$ cat src/rtl/sdram_rw_sched.sv
module sdram_rw_sched #(
  parameter int BANKS = 4,
  parameter int COL_W = 8,
  parameter int LEN_W = 4,
  parameter int TRP_W = 4
) (
  input  logic                     clk,
  input  logic                     rst_n,
  input  logic                     cas3,
  input  logic                     turn_nop,
  input  logic [LEN_W-1:0]         burst_len,
  input  logic [TRP_W-1:0]         trp_cycles,
  input  logic                     req_valid,
  output logic                     req_ready,
  input  logic [1:0]               req_op,
  input  logic [$clog2(BANKS)-1:0] req_bank,
  input  logic [COL_W-1:0]         req_col,
  input  logic [LEN_W-1:0]         req_len,
  input  logic                     req_ap,
  output logic [1:0]               cmd,
  output logic [$clog2(BANKS)-1:0] cmd_bank,
  output logic [COL_W-1:0]         cmd_col,
  output logic                     cmd_ap,
  output logic                     dqm
);
  localparam int BANK_W = $clog2(BANKS);
  localparam int LIVE_W = LEN_W + 2;
  localparam int AGE_W  = TRP_W + 1;
  localparam logic [1:0] OP_NOP = 2'd0, OP_RD = 2'd1, OP_WR = 2'd2, OP_PRE = 2'd3;

  logic [LIVE_W-1:0] live_q, live_dec, cl;
  logic [LEN_W-1:0]  prew_q;
  logic [BANK_W-1:0] rdb_q;
  logic [BANKS-1:0]  apf_q;
  logic [TRP_W-1:0]  trp_q [BANKS];
  logic [1:0]        drun_q, need;
  logic              bank_free, wr_go, pre_drop, pre_go, go, fire, raise;
  logic [1:0]        issue;

  assign cl        = cas3 ? LIVE_W'(3) : LIVE_W'(2);
  assign live_dec  = (live_q == '0) ? '0 : live_q - 1'b1;
  assign bank_free = trp_q[req_bank] <= TRP_W'(1);
  assign need      = (live_q != '0) ? (turn_nop ? 2'd3 : 2'd2) : 2'd0;
  assign wr_go     = bank_free && (drun_q >= need);
  assign pre_drop  = apf_q[req_bank];
  assign pre_go    = bank_free && ((req_bank != rdb_q) || (prew_q <= LEN_W'(1)));

  always_comb begin
    case (req_op)
      OP_RD:   go = bank_free;
      OP_WR:   go = wr_go;
      OP_PRE:  go = pre_drop || pre_go;
      default: go = 1'b1;
    endcase
  end

  assign req_ready = go;
  assign fire      = req_valid && go;
  assign raise     = req_valid && (req_op == OP_WR) && !wr_go && (need != 2'd0);
  assign issue     = (!fire || (req_op == OP_PRE && pre_drop)) ? OP_NOP : req_op;

  always_ff @(posedge clk or negedge rst_n) begin
    if (!rst_n) begin
      cmd      <= OP_NOP;
      cmd_bank <= '0;
      cmd_col  <= '0;
      cmd_ap   <= 1'b0;
      dqm      <= 1'b0;
      drun_q   <= '0;
      live_q   <= '0;
      prew_q   <= '0;
      rdb_q    <= '0;
      apf_q    <= '0;
      for (int b = 0; b < BANKS; b++) trp_q[b] <= '0;
    end else begin
      cmd      <= issue;
      cmd_bank <= req_bank;
      cmd_col  <= req_col;
      cmd_ap   <= req_ap && (issue == OP_RD);
      dqm      <= raise;
      drun_q   <= raise ? ((drun_q == 2'd3) ? 2'd3 : drun_q + 2'd1) : 2'd0;

      if (issue == OP_RD)
        live_q <= cl + LIVE_W'(burst_len);
      else if (issue == OP_PRE && req_bank == rdb_q)
        live_q <= (live_dec > cl) ? cl : live_dec;
      else
        live_q <= live_dec;

      if (issue == OP_RD) begin
        prew_q <= req_len;
        rdb_q  <= req_bank;
      end else if (prew_q != '0) begin
        prew_q <= prew_q - 1'b1;
      end

      if (issue == OP_RD) apf_q[req_bank] <= req_ap;
      else if (issue == OP_WR) apf_q[req_bank] <= 1'b0;

      for (int b = 0; b < BANKS; b++) begin
        if (issue == OP_PRE && req_bank == BANK_W'(b)) trp_q[b] <= trp_cycles;
        else if (trp_q[b] != '0) trp_q[b] <= trp_q[b] - 1'b1;
      end
    end
  end

  // Independent age counters for the precharge-time check
  logic [AGE_W-1:0] age_q [BANKS];
  logic [BANKS-1:0] seen_q;
  always_ff @(posedge clk or negedge rst_n) begin
    if (!rst_n) begin
      seen_q <= '0;
      for (int b = 0; b < BANKS; b++) age_q[b] <= '0;
    end else begin
      for (int b = 0; b < BANKS; b++) begin
        if (cmd == OP_PRE && cmd_bank == BANK_W'(b)) begin
          age_q[b]  <= AGE_W'(1);
          seen_q[b] <= 1'b1;
        end else if (age_q[b] != {AGE_W{1'b1}}) begin
          age_q[b] <= age_q[b] + 1'b1;
        end
      end
    end
  end

  AST_WR_DQM_LOW: assert property (@(posedge clk) disable iff (!rst_n) (cmd == OP_WR) |-> !dqm);
  AST_DQM_ON_NOP: assert property (@(posedge clk) disable iff (!rst_n) dqm |-> (cmd == OP_NOP));
  AST_WR_LEAD: assert property (@(posedge clk) disable iff (!rst_n)
    (cmd == OP_WR && $past(live_q) != '0) |-> ($past(dqm) && $past(dqm, 2)));
  AST_TRP_GAP: assert property (@(posedge clk) disable iff (!rst_n)
    (cmd != OP_NOP && seen_q[cmd_bank]) |-> (age_q[cmd_bank] >= AGE_W'(trp_cycles)));
endmodule

$ cat config.mk
export PLATFORM = sky130hd
export DESIGN_NAME = sdram_rw_sched
export DESIGN_NICKNAME = d
export VERILOG_FILES = /design/src/rtl/sdram_rw_sched.sv
export SDC_FILE = /design/constraint.sdc
export NUM_CORES = 1
export LEC_CHECK = 0
export CORE_MARGIN = 2
export CORE_UTILIZATION = 68
export CTS_CLUSTER_DIAMETER = 40
export CTS_CLUSTER_SIZE = 12
export DETAILED_ROUTE_END_ITERATION = 7
export DONT_BUFFER_PORTS = 1
export GPL_TIMING_DRIVEN = 1
export PLACE_DENSITY = 0.84
export SYNTH_ARGS = -nofsm -noshare
export SYNTH_HDL_FRONTEND = slang
export SYNTH_SLANG_ARGS = --single-unit
$ cat constraint.sdc
create_clock -name clk -period 6 [get_ports clk]
set_clock_uncertainty 0.15 [all_clocks]
set_input_delay 1.5 -clock clk [delete_from_list [all_inputs] [get_ports clk]]
set_output_delay 1.5 -clock clk [all_outputs]
set_load 0.01 [all_outputs]
==> results by group <==
Worst setup path
  – Critical path required time: ~4.4 ns
  – Setup crit end kind: primary output
  – CP bufs+invs: 1
  – Slowest CP cell: or3b_1
  – CP Max Fanout: 4
  – Cell Chain, Critical Path: inv_1, ha_1, or3b_1, or3_4, and2_1, ha_1, nand2b_1, a21oi_1, nor2_1, nor2_1, o211ai_1
  – Critical path arrival: approximately 3 ns
  – Crit path kind: reg -> out
  – Crit path launch type: register
  – CP top delay family: simple AND/OR/NAND/NOR gates
  – Max stage delay on crit path: approximately 0.42 ns

Clock network
  – Worst-path clk slew: roughly 0.090 ns
  – Setup Buffers After CTS: 0
  – Clock Latency Late Sink: 0.30 ns
  – Post-CTS Hold Buffers: 0
  – Clock Path Buffers: 2
  – H-tree lvl count: 2
  – PostCTS Resize Cnt: 0
  – Clock sink total: 48
  – CTS buffer count: 5
  – CTS tree: built
  – CTS root buf: clkbuf_8

Die
  – Die Wd: roughly 67 um
  – Row count: 22
  – Die Span Y: 67.1 um
  – Die area: approximately 0.0045 mm^2
  – Initial Util: between 70 and 80%
  – Core area: 0.00374 mm^2
  – IO Count: 45

Yosys
  – Synth warn: 0
  – Area leader, netlist: dfrtp_1
  – Post-synth EDFFs: 0
  – Syn Area/Cell: approximately 11 um^2
  – Post-synth net total: between 300 and 400
  – Sequential element share of the synthesized area: 44.3%
  – Async SR Flop Fraction: 100%
  – Post-synthesis cell count: approximately 260
  – Synth cell types: 55
  – Register bit total from synthesis: 48
  – Syn Std Cell Area: 0.00271 mm^2
  – Top FF cell, synth: dfrtp_1
  – Largest cells by area after synthesis: dfrtp_1 (44%), ha_1 (7.8%), mux2_2 (5.4%)
  – Top cell type's share of synthesized area: 44.3%

GRT
  – First-pass GRT wire length: between 8 and 9 mm
  – Vias in the first global route: roughly 1800
  – Largest net degree at the start of global routing: 49
  – Total gr overflow: 0
  – Gr usage total: 24.1%
  – Initial antenna violation count: 0

Placement
  – Buffers on Ports: 0
  – GPL Wtd Cong: 0.784
  – Hpwl dp: between 3 and 4 mm

Timing
  – Max Freq: roughly 0.21 GHz
  – Period utilization: 77.6%
  – RSZ-0062 raised after global routing: false
  – Shortest period the worst path allows: around 4.7 ns
  – Final Max Slew Viols: 0
  – Final setup violation count: 0
  – Worst-margin pin slew: 0.559 ns
  – Setup TNS: 0 ns
  – Max_slew headroom: 62.7%
  – Final hold vios: 0

Outcome
  – Outcome: finished, final reports clean

Drt
  – Drt total wl: slightly below 5 mm
  – Antenna Nets Post-Route: 0
  – Routed vias: 1849
  – Mean number of vias per cell: around 6.0
  – DRT iter0 DRCs: approximately 140
  – DRT Pass-1 Iters: 4
  – Routed length per instance: approximately 16 um
  – DR DRC count: 0

Layout
  – Final-layout fill cell count: 255
  – Fin nets: a little over 300
  – Layout area overhead: 5.17%
  – Antenna cells: 0
  – Fin util: 76.2%
  – Layout cell share with drive strength beyond 1: 13.6%

Pwr
  – Pwr/cell area: around 470 mW/mm^2
  – Pleak: 1.29 nW
  – Worst VDD drop: ~0.35 mV

Job
  – Max-cap violations: 0

Min path
  – Hold Path Class: reg -> reg
[registers in the layout, summed over array words and instances (netlist names)]
signal	count
apf_q	4
cmd	2
cmd_ap	1
cmd_bank	2
cmd_col	8
dqm	1
drun_q	2
live_q	6
prew_q	4
rdb_q	2
trp_q	16
[layer usage]
| layer | wire, um | vias to the layer above | share of wire, % | GRT usage, % |
|---|---|---|---|---|
| met5 | 0 | - | 0 | 0 |
| met2 | 2260 | 59 | 46 | 39.9 |
| met1 | 2240 | 884 | 46 | 31.8 |
| li1 | - | 902 | - | - |
| met3 | 389 | 4 | 7.9 | 7.33 |
| met4 | 32 | 0 | 0.65 | 4.59 |
[synthesized netlist by cell type, types with 2 or more instances]
cell type and count:
mux2_1 4, nand3_1 4, inv_1 19, mux2i_1 5, dfrtp_1 48, a31oi_1 2
or3_1 5, o21ai_0 7, o31ai_1 2, a21oi_1 11, nor2_1 19, nor2b_1 3
nor4b_1 2, ha_1 17, xor2_1 4, nand2b_1 4, nand3_2 3, nand2_1 13
a22o_1 4, nand4_1 2, clkbuf_1 2, mux2_2 13, xnor2_1 12, nor3b_1 4
a21o_1 7, nor3_1 9, and2_1 2
[cell type report]
| cell class | count | area (um^2) | share of cell area [%] |
|---|---|---|---|
| inverters | 20 | 76.3 | 2.68 |
| clock buffers | 5 | 68.8 | 2.41 |
| flip-flops and latches | 48 | 1200 | 42.1 |
| clock inverters | 3 | 42.5 | 1.49 |
| multi-input cells | 182 | 1400 | 49.2 |
| well taps | 48 | 60.1 | 2.11 |
[cell families after synthesis]
group,after synthesis,share of synthesized area [%]
flops,48,44.3
fa+ha+maj,17,7.84
compound gates,46,12.2
simple gates,80,16.8
buf+inv,25,3.97
xor+xnor,16,5.17
mux,23,9.74
[placed cells by master (no fill, tap or decap), types with 2 or more instances in the layout]
master / instances
xnor2_1: 12
mux2_1: 4
nor2b_1: 3
clkinv_2: 2
o21ai_0: 7
and2_1: 2
a31oi_1: 2
nand2_1: 13
mux2_2: 13
nor3b_1: 4
nand4_1: 2
nor3_1: 9
nand2b_1: 4
a21oi_1: 11
nor4b_1: 2
a21o_1: 7
inv_1: 19
clkbuf_8: 5
ha_1: 17
a22o_1: 4
mux2i_1: 5
or3_1: 5
nand3_2: 3
dfrtp_1: 48
xor2_1: 4
nand3_1: 4
o31ai_1: 2
nor2_1: 19
[final timing paths]
check                      slack [ns]  cells past startpoint                start                   end
min reg2reg                      0.33                      1  drun_q[0]$_DFF_PN0_   drun_q[0]$_DFF_PN0_
max in group asynchronous        4.87                      0                rst_n  rdb_q[1]$_DFFE_PN0P_
max                              1.35                     11  live_q[0]$_DFF_PN0_             req_ready
min in group asynchronous        0.73                      0                rst_n  cmd_col[3]$_DFF_PN0_
min                              0.33                      1  drun_q[0]$_DFF_PN0_   drun_q[0]$_DFF_PN0_
max reg2reg                      2.62                     11  live_q[0]$_DFF_PN0_  apf_q[0]$_DFFE_PN0P_
[per-stage QoR]
stage / hold slack [ns] / instances / power [mW] / setup WS [ns] / cell area (um^2)
floorplan: 0.269 / 255 / 1.01 / 1.77 / 2710
detailed placement: 0.331 / 298 / 1.11 / 1.70 / 2740
finish: 0.332 / 306 / 1.34 / 1.35 / 2850
global placement: 0.281 / 298 / 1.09 / 1.78 / 2740
CTS: 0.346 / 306 / 1.35 / 1.35 / 2850
global route: 0.367 / 306 / 1.45 / 1.21 / 2850
[power breakdown]
part           switching (mW)  total, mW  internal [mW]  leakage, nW
registers              0.0993      0.539          0.440        0.591
logic                   0.268      0.572          0.304        0.640
clock network           0.109      0.233          0.123       0.0541
Power figures use the tool's default switching activity.
